## src/rtl/ecp_ctrl_pkg.sv

```systemverilog
package ecp_ctrl_pkg;
  // register bit positions
  localparam int BIT_FMASK = 0;
  localparam int BIT_DARM  = 1;
  localparam int BIT_HOLD  = 2;
  localparam int BIT_FULL  = 3;
  localparam int BIT_EMPTY = 4;
  localparam int REG_W     = 5;

  // datapath -> control observations
  typedef struct packed {
    logic faultLow;
    logic faultFell;
    logic svcCond;
  } dpStatus_t;

  // control -> datapath strobes
  typedef struct packed {
    logic faultIrq;
    logic svcIrq;
  } irqStrobe_t;
endpackage

```

## src/rtl/ecp_ctrl_dp.sv

```systemverilog
module ecp_ctrl_dp
  import ecp_ctrl_pkg::*;
#(
  parameter int CW          = 5,
  parameter int SYNC_STAGES = 2
) (
  input  logic          clk,
  input  logic          rstN,
  input  logic          faultN,
  input  logic          dirRev,
  input  logic          dmaArm,
  input  logic [CW-1:0] freeCount,
  input  logic [CW-1:0] validCount,
  input  logic [CW-1:0] wrThresh,
  input  logic [CW-1:0] rdThresh,
  input  logic          dmaTc,
  input  irqStrobe_t    strobe,
  output dpStatus_t     status,
  output logic          fifoFull,
  output logic          fifoEmpty,
  output logic          irqPulse
);
  // syncQ[0..SYNC_STAGES-1] synchronise, last flop keeps previous value
  logic [SYNC_STAGES:0] syncQ;
  logic faultSync;
  logic faultPrev;
  logic fwdHit;
  logic revHit;
  logic modeHit;

  always_ff @(posedge clk or negedge rstN) begin
    if (!rstN) syncQ <= '1;
    else       syncQ <= {syncQ[SYNC_STAGES-1:0], faultN};
  end

  assign faultSync = syncQ[SYNC_STAGES-1];
  assign faultPrev = syncQ[SYNC_STAGES];

  assign fwdHit = (freeCount >= wrThresh);
  assign revHit = (validCount >= rdThresh);

  generate
    if (CW > 0) begin : g_mode
      always_comb begin
        if (dmaArm)      modeHit = dmaTc;
        else if (dirRev) modeHit = revHit;
        else             modeHit = fwdHit;
      end
    end
  endgenerate

  always_comb begin
    status.faultLow  = ~faultSync;
    status.faultFell = faultPrev & ~faultSync;
    status.svcCond   = modeHit;
  end

  assign fifoFull  = (freeCount == '0);
  assign fifoEmpty = (validCount == '0);

  always_ff @(posedge clk or negedge rstN) begin
    if (!rstN) irqPulse <= 1'b0;
    else       irqPulse <= strobe.faultIrq | strobe.svcIrq;
  end
endmodule

```

## src/rtl/ecp_ctrl_ctl.sv

```systemverilog
module ecp_ctrl_ctl
  import ecp_ctrl_pkg::*;
(
  input  logic             clk,
  input  logic             rstN,
  input  logic             regWr,
  input  logic [REG_W-1:0] regWrData,
  input  dpStatus_t        status,
  output irqStrobe_t       strobe,
  output logic             faultMask,
  output logic             dmaArm,
  output logic             svcHold,
  output logic             dmaEnable
);
  logic maskDrop;
  logic faultEv;
  logic svcEv;

  // clearing the mask while the fault is low must not lose the event
  assign maskDrop = regWr & faultMask & ~regWrData[BIT_FMASK];
  assign faultEv  = (~faultMask & status.faultFell) | (maskDrop & status.faultLow);
  assign svcEv    = ~svcHold & status.svcCond;

  always_comb begin
    strobe.faultIrq = faultEv;
    strobe.svcIrq   = svcEv;
  end

  always_ff @(posedge clk or negedge rstN) begin
    if (!rstN) begin
      faultMask <= 1'b0;
      dmaArm    <= 1'b0;
    end else if (regWr) begin
      faultMask <= regWrData[BIT_FMASK];
      dmaArm    <= regWrData[BIT_DARM];
    end
  end

  // hardware set has priority over a software write in the same cycle
  always_ff @(posedge clk or negedge rstN) begin
    if (!rstN)      svcHold <= 1'b1;
    else if (svcEv) svcHold <= 1'b1;
    else if (regWr) svcHold <= regWrData[BIT_HOLD];
  end

  assign dmaEnable = dmaArm & ~svcHold;
endmodule

```

## src/rtl/ecp_ctrl_irq.sv

```systemverilog
module ecp_ctrl_irq
  import ecp_ctrl_pkg::*;
#(
  parameter  int DEPTH       = 16,
  parameter  int SYNC_STAGES = 2,
  localparam int CW          = $clog2(DEPTH + 1)
) (
  input  logic             clk,
  input  logic             rstN,
  input  logic             regWr,
  input  logic [REG_W-1:0] regWrData,
  output logic [REG_W-1:0] regRdData,
  input  logic             faultN,
  input  logic             dirRev,
  input  logic [CW-1:0]    freeCount,
  input  logic [CW-1:0]    validCount,
  input  logic [CW-1:0]    wrThresh,
  input  logic [CW-1:0]    rdThresh,
  input  logic             dmaTc,
  output logic             irqPulse,
  output logic             dmaEnable
);
  dpStatus_t  status;
  irqStrobe_t strobe;
  logic faultMask;
  logic dmaArm;
  logic svcHold;
  logic fifoFull;
  logic fifoEmpty;

  ecp_ctrl_dp #(.CW(CW), .SYNC_STAGES(SYNC_STAGES)) u_dp (
    .clk(clk), .rstN(rstN), .faultN(faultN), .dirRev(dirRev), .dmaArm(dmaArm),
    .freeCount(freeCount), .validCount(validCount), .wrThresh(wrThresh),
    .rdThresh(rdThresh), .dmaTc(dmaTc), .strobe(strobe), .status(status),
    .fifoFull(fifoFull), .fifoEmpty(fifoEmpty), .irqPulse(irqPulse)
  );

  ecp_ctrl_ctl u_ctl (
    .clk(clk), .rstN(rstN), .regWr(regWr), .regWrData(regWrData),
    .status(status), .strobe(strobe), .faultMask(faultMask), .dmaArm(dmaArm),
    .svcHold(svcHold), .dmaEnable(dmaEnable)
  );

  always_comb begin
    regRdData            = '0;
    regRdData[BIT_FMASK] = faultMask;
    regRdData[BIT_DARM]  = dmaArm;
    regRdData[BIT_HOLD]  = svcHold;
    regRdData[BIT_FULL]  = fifoFull;
    regRdData[BIT_EMPTY] = fifoEmpty;
  end
endmodule

```

## config.mk

```make
export PLATFORM = sky130hd
export DESIGN_NAME = ecp_ctrl_irq
export DESIGN_NICKNAME = d
export VERILOG_FILES = /design/src/rtl/ecp_ctrl_pkg.sv /design/src/rtl/ecp_ctrl_dp.sv /design/src/rtl/ecp_ctrl_ctl.sv /design/src/rtl/ecp_ctrl_irq.sv
export SDC_FILE = /design/constraint.sdc
export NUM_CORES = 1
export LEC_CHECK = 0
export BUFFER_PORTS_ARGS = -buffer_cell sky130_fd_sc_hd__buf_2
export CAP_MARGIN = 10
export CORE_MARGIN = 4
export CORE_UTILIZATION = 43
export DETAILED_ROUTE_END_ITERATION = 6
export MAX_ROUTING_LAYER = met4
export PLACE_DENSITY = 0.89
export SYNTH_ARGS = -nofsm -noshare
export SYNTH_HDL_FRONTEND = slang
export SYNTH_SLANG_ARGS = --single-unit
```

## constraint.sdc

```tcl
create_clock -name clk -period 3.1 [get_ports clk]
set_clock_uncertainty 0.1 [all_clocks]
set_input_delay 0.155 -clock clk [delete_from_list [all_inputs] [get_ports clk]]
set_output_delay 0.155 -clock clk [all_outputs]
set_load 0.01 [all_outputs]
```

After elaboration in Yosys (flattened, before gate mapping)
Cells that the tools add are included.
W data, S select, Z words.
{"block": "totals", "regBits": 7, "inputBits": 31, "out_inout_bits": 7, "word_cells": 27}
{"block": "op_classes", "order_cmp": 2, "mux": 4, "bitwise_logic": 13, "n_reduce_logical": 3}
{"op": "$ge A5 B5 Y1", "count": 2}
{"op": "$logic_not A5 Y1", "count": 2}
{"op": "$and A1 B1 Y1", "count": 7}
{"op": "$mux W1", "count": 4}
{"op": "$not A1 Y1", "count": 4}
{"op": "$or A1 B1 Y1", "count": 2}
{"op": "$reduce_bool A2 Y1", "count": 1}

Logic depth before layout (Yosys ltp)
Gate-level depths: netlist (run 1).
{"block": "logic_depth", "ltp_word": 5, "ltp_mapped": 6, "depth_no_buf": 6}

Modules after synthesis
From an unflattened synthesis (run 1), not the netlist that was laid out.
{"block": "hier_totals", "hier_cells": 66, "area_unflattened_um2": 595.6}
{"module": "ecp_ctrl_dp", "n_inst": 1, "cells_each": 47, "area_each_um2": 399.1, "seq_area_each_um2": 103.8}
{"module": "ecp_ctrl_ctl", "n_inst": 1, "cells_each": 14, "area_each_um2": 158.9, "seq_area_each_um2": 76.3}
{"module": "ecp_ctrl_irq", "n_inst": 1, "cells_each": 5, "area_each_um2": 37.5, "seq_area_each_um2": 0.0}

Least setup slack after synthesis (run 1)
Ideal clock, no wire load.
{"block": "synth_path", "kind": "input to register", "startpoint": "input wrThresh[4]", "endpoint": "register u_dp.irqPulse", "setup_ns": 0.127, "arrival_ns": 1.104, "t_required_ns": 2.873, "slack_ns": 1.769, "cell_stages": 5, "n_path_buf": 0, "path_cell_list": "inv_1 ha_1 a2111o_1 a31oi_1 o22ai_1"}
{"block": "synth_via", "elab_chain_len": 5}
{"element": "start, declared", "line_no": "ecp_ctrl_irq.sv:17", "rtl": "input logic [CW-1:0] wrThresh,"}
{"element": "$ge A5 B5 Y1", "line_no": "ecp_ctrl_dp.sv:39", "rtl": "assign fwdHit = (freeCount >= wrThresh);"}
{"element": "$mux W1", "line_no": "ecp_ctrl_dp.sv:46", "rtl": "else if (dirRev) modeHit = revHit;"}
{"element": "$mux W1", "line_no": "ecp_ctrl_dp.sv:45", "rtl": "if (dmaArm) modeHit = dmaTc;"}
{"element": "$and A1 B1 Y1", "line_no": "ecp_ctrl_ctl.sv:22", "rtl": "assign svcEv = ~svcHold & status.svcCond;"}
{"element": "$or A1 B1 Y1", "line_no": "ecp_ctrl_dp.sv:63", "rtl": "else irqPulse <= strobe.faultIrq | strobe.svcIrq;"}
{"element": "end signal, assigned", "line_no": "ecp_ctrl_dp.sv:63"}
{"element": "end, declared", "line_no": "ecp_ctrl_dp.sv:21", "rtl": "output logic irqPulse"}
No other way between the ends.
A chain may end at the register's enable or synchronous reset.

Worst setup path in the final report (run 1)
{"block": "layout_path", "startpoint": "input freeCount[4]", "endpoint": "register u_dp.irqPulse"}
{"block": "layout_via", "elab_chain_len": 5}
{"element": "start, declared", "line_no": "ecp_ctrl_irq.sv:15", "rtl": "input logic [CW-1:0] freeCount,"}
{"element": "$ge A5 B5 Y1", "line_no": "ecp_ctrl_dp.sv:39"}
{"element": "$mux W1", "line_no": "ecp_ctrl_dp.sv:46"}
{"element": "$mux W1", "line_no": "ecp_ctrl_dp.sv:45"}
{"element": "$and A1 B1 Y1", "line_no": "ecp_ctrl_ctl.sv:22"}
{"element": "$or A1 B1 Y1", "line_no": "ecp_ctrl_dp.sv:63"}
No other way between the ends.

==> metrics.md, run 1 <==
| Metric | Value |
|---|---|
| Synth-to-layout area growth | 35.8% |
| Worst Path Required | 3.13 ns |
| Synthesis-stage register bit count | 7 |
| Clock transition at path regs | 0.05 ns |
| Post-layout nets | ~140 |
| Diodes inserted | 0 |
| WHS Path Cells | 3 |
| Placer Congestion | around 0.80 |
| Util after Layout | between 60% and 70% |
| Fmax | between 700 and 800 MHz |
| Root Driver | clkbuf_4 |
| Period minus WS final | 1.26 ns |
| Fillers | roughly 100 |
| FF+latch area | 180 sq um |
| WS Path Type | in2reg |
| Hold wc startpoint | regWrData[0] |
| Yosys cell types | 20 |
| RSZ-0062 raised after global routing | false |
| First-pass GRT wire length | about 2 mm |
| Post-place setup slack | between 1.5 and 2 ns |
| Overflow after GRT | 0 |
| Average wire per standard cell | 11.2 um |
| Largest net degree at the start of global routing | 8 |
| Commonest non-fill, non-tap cell in the layout | buf_2 |
| DRC Markers | 0 |
| Leak Pwr | approximately 0.00044 uW |
| Post-Syn Instances | 64 |
| Total track usage | ~14% |
| Layout cell share with drive strength beyond 1 | between 40% and 50% |
| Status | completed |
| Max transition margin | between 80% and 90% |
| Worst setup EP type | flop |
| Final hold viol count | 0 |
| DRT antenna net count | 0 |
| Synthesized cell area | 563 sq um |
| Placed cell count | 108 |
| Clk buf depth | 2 |
| Reg2Reg Capture Point | u_dp.irqPulse |
| HP Class | in2reg |
| CTS Buf Count | 3 |
| Tcrit/Tclk final | a little over 40% |
| Via count | 546 |
| Crit start category | primary input |
| Max Slew Vio Count | 0 |
| Sink of the worst hold path | u_ctl.faultMask |
| CTS tree | built |
| Drt pass-1 iters | 4 |
| Setup TNS Final | 0 ns |
| Io pins | 38 |
| Full die area | between 1500 and 2000 sq um |
| Cell Count, Final, Fillers Out | ~110 |
| Peak supply drop | 0.332 mV |
| Clk sink count | 7 |
| DIE HEIGHT | 44.2 um |
| CP max FO | 2 |
| Flop2flop setup slack | between 1.5 and 2 ns |
| Commonest non-fill, non-tap cells in the layout | buf_2 (35), inv_1 (11), ha_1 (10) |
| Least-Margin Pin Slew | 0.211 ns |
| Avg Inst Size Synth | 8.80 sq um |
| Cts repair resizes | 0 |
| H-Tree Depth | 1 |
| Fin worst setup slack | 1.84 ns |
| Number of I/O port buffers | 35 |
| Pwr per Cell Area | ~350 nW/um^2 |
| Core area | around 1200 sq um |
| R2r startpoint | u_ctl.dmaArm |
| Multi-input gate area | 304 sq um |
| Avg Vias per Cell | 4.79 |
| Clock insertion delay at the later pin of the skew report | between 0.2 and 0.3 ns |
| # rows | 12 |
| Effective utilization at floorplan | between 40% and 50% |
| DRT iter0 DRCs | 3 |
| Critical Path AT | approximately 1.3 ns |
| Total wire length | between 1 and 1.5 mm |
| Post-synthesis sequential area ratio | around a third |
| Vias in the first global route | 534 |
| Initial antenna violation count | 0 |
| Reg2reg path depth | 3 |
| Die width | around 44 um |
| Mapped Nets | roughly 110 |
| Final setup violation count | 0 |
| Post-CTS Setup Bufs | 0 |
| HPWL after DPL | 1.12 mm |
| Total power draw | ~270 uW |
| YS warnings | 0 |
| Max-cap violations | 0 |
repair_timing:
action,4_1_cts,5_1_grt
endpoints found under the hold margin,8,0
hold buffers,2,0
endpoints found under the setup margin,0,0
report_power, final:
part | switching [uW] | total [uW] | internal (uW)
combinational | 36.6 | 76.9 | 40.3
sequential | 7.16 | 112 | 104
clock | 33.1 | 82.2 | 49.1
per-stage QoR:
step / area [sq um] / hold slack [ns]
2_1_floorplan: 563 / -0.241
3_3_place_gp: 718 / -0.114
3_5_place_dp: 718 / -0.112
4_1_cts: 764 / 0.0222
5_1_grt: 764 / 0.0317
6_report: 764 / 0.0250
worst max-delay path by stage:
stage	slack (ns)	endpoint	startpoint	cells past startpoint
detailed placement	1.58	u_dp.irqPulse	freeCount[4]	5
floorplan	1.77	u_dp.irqPulse	wrThresh[4]	5
finish	1.84	u_dp.irqPulse	freeCount[4]	5
CTS	1.83	regRdData[3]	freeCount[1]	4
global route	1.77	u_dp.irqPulse	u_ctl.dmaArm	4
global placement	1.61	u_dp.irqPulse	freeCount[4]	5
metal layers:
metal | share of wire [%] | up-vias | track usage [%]
met3 | 10 | 5 | 6.10
li1 | - | 285 | -
met2 | 50 | 27 | 25.0
met4 | 2.7 | 0 | 7.83
met1 | 36 | 229 | 12.9
met5 | 0 | - | -
critical path: stages:
cell and delay [ns]:
buf_2 0.11, ha_1 0.31, a2111o_1 0.40, a31oi_1 0.20, o22ai_1 0.11
cells by family (layout without fill, tap and decap cells):
| logic type | count (synthesis) | count (layout) | share of synthesized area (%) |
|---|---|---|---|
| AO/OA/AOI/OAI | 12 | 12 | 12.7 |
| adder cells (fa/ha/maj) | 10 | 10 | 22.2 |
| buffers and inverters | 16 | 52 | 14.0 |
| flip-flops | 7 | 7 | 32.0 |
| multiplexers | 2 | 2 | 3.78 |
| AND/OR/NAND/NOR | 17 | 17 | 15.3 |
cell usage after synthesis (all sizes together):
cell type | n | area share (%)
inv | 11 | 7.3
ha | 10 | 22
nand2 | 6 | 4.0
buf | 5 | 6.7
a21oi | 4 | 3.6
dfstp | 4 | 19
nor2b | 4 | 4.4
o21ai | 4 | 3.6
dfrtp | 3 | 13
nor2 | 3 | 2.0
or4 | 2 | 2.7
a2111o | 1 | 2.0
a211oi | 1 | 1.3
a31oi | 1 | 1.1
mux2 | 1 | 2.0
mux2i | 1 | 1.8
nor3 | 1 | 0.89
nor3b | 1 | 1.3
o22ai | 1 | 1.1
layout make-up:
cell class                      count  area share (%)
Inverter                           11            5.40
Multi-Input combinational cell     41            39.8
Sequential cell                     7            23.6
Tap cell                           14            2.29
Clock buffer                        4            3.44
Timing Repair Buffer               37            25.5
sequential cells by signal, summed over array words and instances (netlist names):
signal           count
u_ctl.dmaArm         1
u_dp.syncQ           3
u_ctl.faultMask      1
u_ctl.svcHold        1
u_dp.irqPulse        1
Note: power is estimated with default switching activity, not from simulation.
==> run 2: changes to the inputs <==
--- a/config.mk
+++ b/config.mk
@@ -8,10 +8,10 @@
 export BUFFER_PORTS_ARGS = -buffer_cell sky130_fd_sc_hd__buf_2
 export CAP_MARGIN = 10
 export CORE_MARGIN = 4
-export CORE_UTILIZATION = 43
+export CORE_UTILIZATION = 36
 export DETAILED_ROUTE_END_ITERATION = 6
 export MAX_ROUTING_LAYER = met4
-export PLACE_DENSITY = 0.89
+export PLACE_DENSITY = 0.81
 export SYNTH_ARGS = -nofsm -noshare
 export SYNTH_HDL_FRONTEND = slang
 export SYNTH_SLANG_ARGS = --single-unit
==> constraint.sdc (replaced) <==
create_clock -name clk -period 1.1 [get_ports clk]
set_clock_uncertainty 0.1 [all_clocks]
set_input_delay 0.055 -clock clk [delete_from_list [all_inputs] [get_ports clk]]
set_output_delay 0.055 -clock clk [all_outputs]
set_load 0.01 [all_outputs]
==> run 2 against run 1 <==
The flow now finishes with violations (negative setup slack). Cell count up 8.8%. Combinational power rose to 4.2 times the previous value. Clock power rose to 2.7 times the previous value. Final area up 18%. Critical path depth down 2. First-iteration DRC count up 130%. Global-route usage down 0.30 points. Register-to-register slack worse by 2.0 ns. Core utilization down 4.8 points. Via count up 7.5%. Total power rose to 3.2 times the previous value. Non-clock buffer count up 8. Critical endpoint unchanged. Largest cell class unchanged. Highest routed layer is now met3.
==> metrics.md, run 2 (synthesized netlist as in run 1, its figures left out) <==
| Metric | Value |
|---|---|
| Die width | roughly 48 um |
| Slowest stage delay, CP | around 0.43 ns |
| DRT antenna net count | 0 |
| Util after Layout | 60.5% |
| Number of flip-flops under the largest register name | 3 |
| Failing checks | negative setup slack |
| Diodes inserted | 0 |
| Avg Vias per Cell | 4.73 |
| Worst setup EP type | flop |
| Overflow after GRT | 0 |
| M1 GR Usage | roughly 15% |
| Root Driver | clkbuf_4 |
| Met3 GRT Util | approximately 3.4% |
| CTS tree | built |
| Final setup violation count | 4 |
| Peak supply drop | approximately 0.67 mV |
| Worst-path cell chain | a2111o_1 > a31oi_4 > o22ai_1 |
| Flop2flop setup slack | -0.16 ns |
| # rows | 14 |
| Design area | between 900 and 1000 sq um |
| Commonest non-fill, non-tap cells in the layout | buf_2 (34), inv_1 (10), ha_1 (9) |
| Pwr per Cell Area | about 950 nW/um^2 |
| DRT iter0 DRCs | 7 |
| Total track usage | 14.0% |
| Slowest cell on crit path | dfrtp_2 |
| Core area | around 1500 sq um |
| CP max FO | 5 |
| Least-Margin Pin Slew | roughly 0.34 ns |
| DRC Markers | 0 |
| First-pass GRT wire length | 2.19 mm |
| Largest net degree at the start of global routing | 8 |
| Vias in the first global route | ~600 |
| HPWL after DPL | 1.19 mm |
| Post-layout nets | 150 |
| Average wire per standard cell | between 10 and 15 um |
| Drt pass-1 iters | 4 |
| Crit start category | flop |
| Kind of cell adding the most delay to the critical path | compound AO/OA/AOI/OAI gates |
| Reg2Reg Capture Point | u_dp.irqPulse |
| Full die area | 2260 sq um |
| Period minus WS final | 1.26 ns |
| Status | finished with violations |
| Final hold viol count | 0 |
| CTS Buf Count | 3 |
| Effective utilization at floorplan | 37.8% |
| Final hold slack | around 0.056 ns |
| Total wire length | between 1 and 1.5 mm |
| Via count | 587 |
| Max-cap violations | 0 |
| Synth-to-layout area growth | 60.0% |
| Worst path bufs/invs | 0 |
| Placed Area | 748 sq um |
| Total power draw | roughly 860 uW |
| Worst Path Required | 1.12 ns |
| Reg2reg path depth | 3 |
| Fillers | approximately 130 |
| HP Class | in2async |
| Initial antenna violation count | 0 |
| Max Slew Vio Count | 0 |
| Max transition margin | between 70% and 80% |
| Commonest non-fill, non-tap cell in the layout | buf_2 |
| Clock transition at path regs | ~0.05 ns |
| Layout cell share with drive strength beyond 1 | 52.8% |
| DIE HEIGHT | approximately 48 um |
| Fin worst setup slack | -0.163 ns |
| Clk sink count | 7 |
| H-Tree Depth | 1 |
| Fmax | between 700 and 800 MHz |
| Clock insertion delay at the later pin of the skew report | between 0.2 and 0.25 ns |
| Placer Congestion | 0.841 |
| Busiest grt layer | met2 |
| Number of I/O port buffers | 35 |
| Io pins | 38 |
| WS Path Type | reg2reg |
| Critical Path AT | around 1.3 ns |
| Met2 Track Usage GR | between 20 and 30% |
| RSZ-0062 raised after global routing | true |
| Reg with most FFs | u_dp.syncQ |
| Tcrit/Tclk final | 115% |
| R2r startpoint | u_ctl.dmaArm |
| Leak Pwr | roughly 0.00048 uW |
| Clk buf depth | 2 |
run 2: changes by cell type in the layout (fill, tap and decap cells not counted), sizes merged:
cell,before,now
buf,35,39
dlygate4sd3,2,6
run 2: final cells by class:
type	count	area (sq um)	area share (%)
Timing Repair Buffer	45	275	30.6
Multi-Input combinational cell	41	357	39.6
Sequential cell	7	181	20.1
Clock buffer	4	26.3	2.92
Tap cell	16	20.0	2.22
Inverter	11	41.3	4.58
run 2: timing repair:
item / CTS / global route
hold buffers: 6 / 0
resized for setup: 3 / 8
pin swaps: 0 / 2
hold endpoints to repair: 11 / 0
cloned: 0 / 0
endpoints found under the setup margin: 4 / 5
setup buffers: 1 / 1
run 2: power breakdown:
group          internal (uW)  switching [uW]
clock                    138            87.5
combinational            180             142
sequential               295            15.3
run 2: worst max-delay path by stage:
stage / start / end / cells after the start / slack (ns)
global placement: wrThresh[4] / u_dp.irqPulse / 6 / -0.18
global route: u_ctl.dmaArm / u_dp.irqPulse / 3 / -0.22
floorplan: u_ctl.dmaArm / u_dp.irqPulse / 3 / -0.07
CTS: u_ctl.dmaArm / u_dp.irqPulse / 3 / -0.15
finish: u_ctl.dmaArm / u_dp.irqPulse / 3 / -0.16
detailed placement: wrThresh[4] / u_dp.irqPulse / 6 / -0.24
run 2: stage by stage:
step / setup TNS, ns / cells / setup WS, ns
final: -0.389 / 124 / -0.163
after global routing: -0.598 / 124 / -0.224
after CTS: -0.410 / 123 / -0.150
after detailed placement: -0.399 / 112 / -0.244
after global placement: -0.294 / 112 / -0.184
after floorplan: -0.0661 / 64 / -0.0661
run 2: worst register-to-register path: cells and delay by family (launching register included):
family             cells  cell delay (ns)
DFF                    1             0.43
AOI/OAI and AO/OA      3             0.61
run 2: routing by layer:
layer	routed length, um	up-vias
li1	-	301
met1	552	265
met2	743	21
met3	107	0
met4	0	0
met5	0	-
==> run 3: changes to the inputs <==
--- a/config.mk
+++ b/config.mk
@@ -5,13 +5,15 @@
 export SDC_FILE = /design/constraint.sdc
 export NUM_CORES = 1
 export LEC_CHECK = 0
+export ABC_AREA = 0
 export BUFFER_PORTS_ARGS = -buffer_cell sky130_fd_sc_hd__buf_2
 export CAP_MARGIN = 10
 export CORE_MARGIN = 4
-export CORE_UTILIZATION = 36
+export CORE_UTILIZATION = 40
 export DETAILED_ROUTE_END_ITERATION = 6
 export MAX_ROUTING_LAYER = met4
-export PLACE_DENSITY = 0.81
+export PLACE_DENSITY = 0.84
 export SYNTH_ARGS = -nofsm -noshare
 export SYNTH_HDL_FRONTEND = slang
 export SYNTH_SLANG_ARGS = --single-unit
+export TNS_END_PERCENT = 50
==> constraint.sdc (replaced) <==
create_clock -name clk -period 1.4 [get_ports clk]
set_clock_uncertainty 0.1 [all_clocks]
set_input_delay 0.07 -clock clk [delete_from_list [all_inputs] [get_ports clk]]
set_output_delay 0.07 -clock clk [all_outputs]
set_load 0.01 [all_outputs]
==> run 3 against run 2 <==
Critical path type unchanged. First-iteration DRC count is 29% lower. Combinational power decreased by 45%. Die area down 8.4%. Routed wire length is 6.1% lower. Highest routed layer is now met4. The flow now finishes without violations. Sequential cell count stayed put. Clock power fell by 16%. Sequential share of layout area is 2.5 points higher.
==> metrics.md, run 3 (synthesized netlist as in run 1, its figures left out) <==
| Metric | Value |
|---|---|
| Crit start category | flop |
| Design area | a little under 800 sq um |
| Clock transition at path regs | ~0.05 ns |
| Drt pass-1 iters | 2 |
| Root Driver | clkbuf_4 |
| Fin worst setup slack | 0.113 ns |
| Io pins | 38 |
| Core area | between 1000 and 1500 sq um |
| RSZ-0062 raised after global routing | false |
| Total track usage | between 10% and 20% |
| Number of I/O port buffers | 35 |
| Worst setup EP type | flop |
| First-pass GRT wire length | 2.19 mm |
| HP Class | in2reg |
| WHS Path Cells | 2 |
| Least-Margin Pin Slew | about 0.25 ns |
| Via count | roughly 550 |
| Effective utilization at floorplan | 42.7% |
| Total wire length | 1.32 mm |
| Setup TNS Final | 0 ns |
| Placer Congestion | ~0.77 |
| Vias in the first global route | 575 |
| Overflow after GRT | 0 |
| Tcrit/Tclk final | around nine tenths |
| Layout cell share with drive strength beyond 1 | a little over two fifths |
| Placed Area | 719 sq um |
| Commonest non-fill, non-tap cells in the layout | buf_2 (35), inv_1 (11), ha_1 (10) |
| Worst Path Required | around 1.4 ns |
| Post-layout nets | 145 |
| Sink of the worst hold path | u_ctl.faultMask |
| Worst-path cell chain | a2111o_1 > a31oi_1 > o22ai_1 |
| Diodes inserted | 0 |
| Average wire per standard cell | 11.2 um |
| Clk buf depth | 2 |
| Die width | about 46 um |
| Post-place setup slack | -0.0695 ns |
| Period minus WS final | roughly 1.3 ns |
| HPWL after DPL | 1.13 mm |
| Util after Layout | about three fifths |
| Flop2flop setup slack | roughly 0.11 ns |
| H-Tree Depth | 1 |
| Pwr per Cell Area | approximately 770 nW/um^2 |
| Reg with most FFs | u_dp.syncQ |
| Hold wc startpoint | regWr |
| Slowest cell on crit path | dfrtp_1 |
| Avg Vias per Cell | between 4 and 5 |
| CTS tree | built |
| DRT antenna net count | 0 |
| DRC Markers | 0 |
| Largest net degree at the start of global routing | 8 |
| Clk sink count | 7 |
| CTS Buf Count | 3 |
| Critical Path AT | between 1 and 1.5 ns |
| Max-cap violations | 0 |
| Peak supply drop | roughly 0.57 mV |
| Number of flip-flops under the largest register name | 3 |
| Final setup violation count | 0 |
| Commonest non-fill, non-tap cell in the layout | buf_2 |
| Leak Pwr | 0.000450 uW |
| Clock insertion delay at the later pin of the skew report | approximately 0.25 ns |
| Post-CTS Setup Bufs | 0 |
| Max transition margin | 83.5% |
| Full die area | around 2100 sq um |
| DIE HEIGHT | roughly 46 um |
| Initial antenna violation count | 0 |
| Final hold viol count | 0 |
| WS Path Type | reg2reg |
| Max Slew Vio Count | 0 |
| DRT iter0 DRCs | 5 |
| Slowest stage delay, CP | around 0.43 ns |
| CP max FO | 6 |
| Cts repair resizes | 0 |
| Reg2Reg Capture Point | u_dp.irqPulse |
| Fmax | about 800 MHz |
| # rows | 13 |
| Status | completed |
| Reg2reg path depth | 3 |
| Synth-to-layout area growth | 41.3% |
| R2r startpoint | u_ctl.dmaArm |
## run 3: power by group
group          switching [uW]  internal, uW
logic                    83.5          94.1
registers                17.0           231
clock network            78.8           109
## run 3: cell type report
class / instances / area (sq um)
clock buffers: 4 / 26.3
fillers: 123 / 522
well taps: 15 / 18.8
repair buffers: 40 / 225
multi-input cells: 41 / 304
flip-flops and latches: 7 / 180
inverters: 11 / 41.3
## run 3: stage by stage
stage	std cells	hold WS (ns)	total power, uW
4_1_cts	118	0.0264	616
3_3_place_gp	109	-0.199	412
3_5_place_dp	109	-0.198	421
2_1_floorplan	64	-0.326	348
5_1_grt	118	0.0151	663
6_report	118	0.0189	614
## run 3: what timing repair did
item                       in CTS  in global routing
hold endpoints to repair       11                  0
hold buffers                    5                  0
setup endpoints to repair       0                  0
## run 3: worst max path at each step
stage | to | startpoint | cells past startpoint
after global placement | u_dp.irqPulse | freeCount[4] | 5
after CTS | u_dp.irqPulse | u_ctl.dmaArm | 3
after floorplan | u_dp.irqPulse | wrThresh[4] | 5
after detailed placement | u_dp.irqPulse | freeCount[4] | 5
final | u_dp.irqPulse | u_ctl.dmaArm | 3
after global routing | u_dp.irqPulse | u_ctl.dmaArm | 4
## run 3: layer usage
| layer | up-vias | wire, um | global-route usage [%] | part of all wire, % |
|---|---|---|---|---|
| met3 | 2 | 83 | 4.74 | 6.3 |
| li1 | 293 | - | - | - |
| met1 | 244 | 518 | 16.0 | 39 |
| met2 | 15 | 706 | 25.3 | 54 |
| met4 | 0 | 8 | 8.77 | 0.61 |
| met5 | - | 0 | - | 0 |
## run 3: critical path: cells and delay by family (launching register included)
kind,cells,cell delay (ns)
AO/OA/AOI/OAI,3,0.64
flip-flops,1,0.43
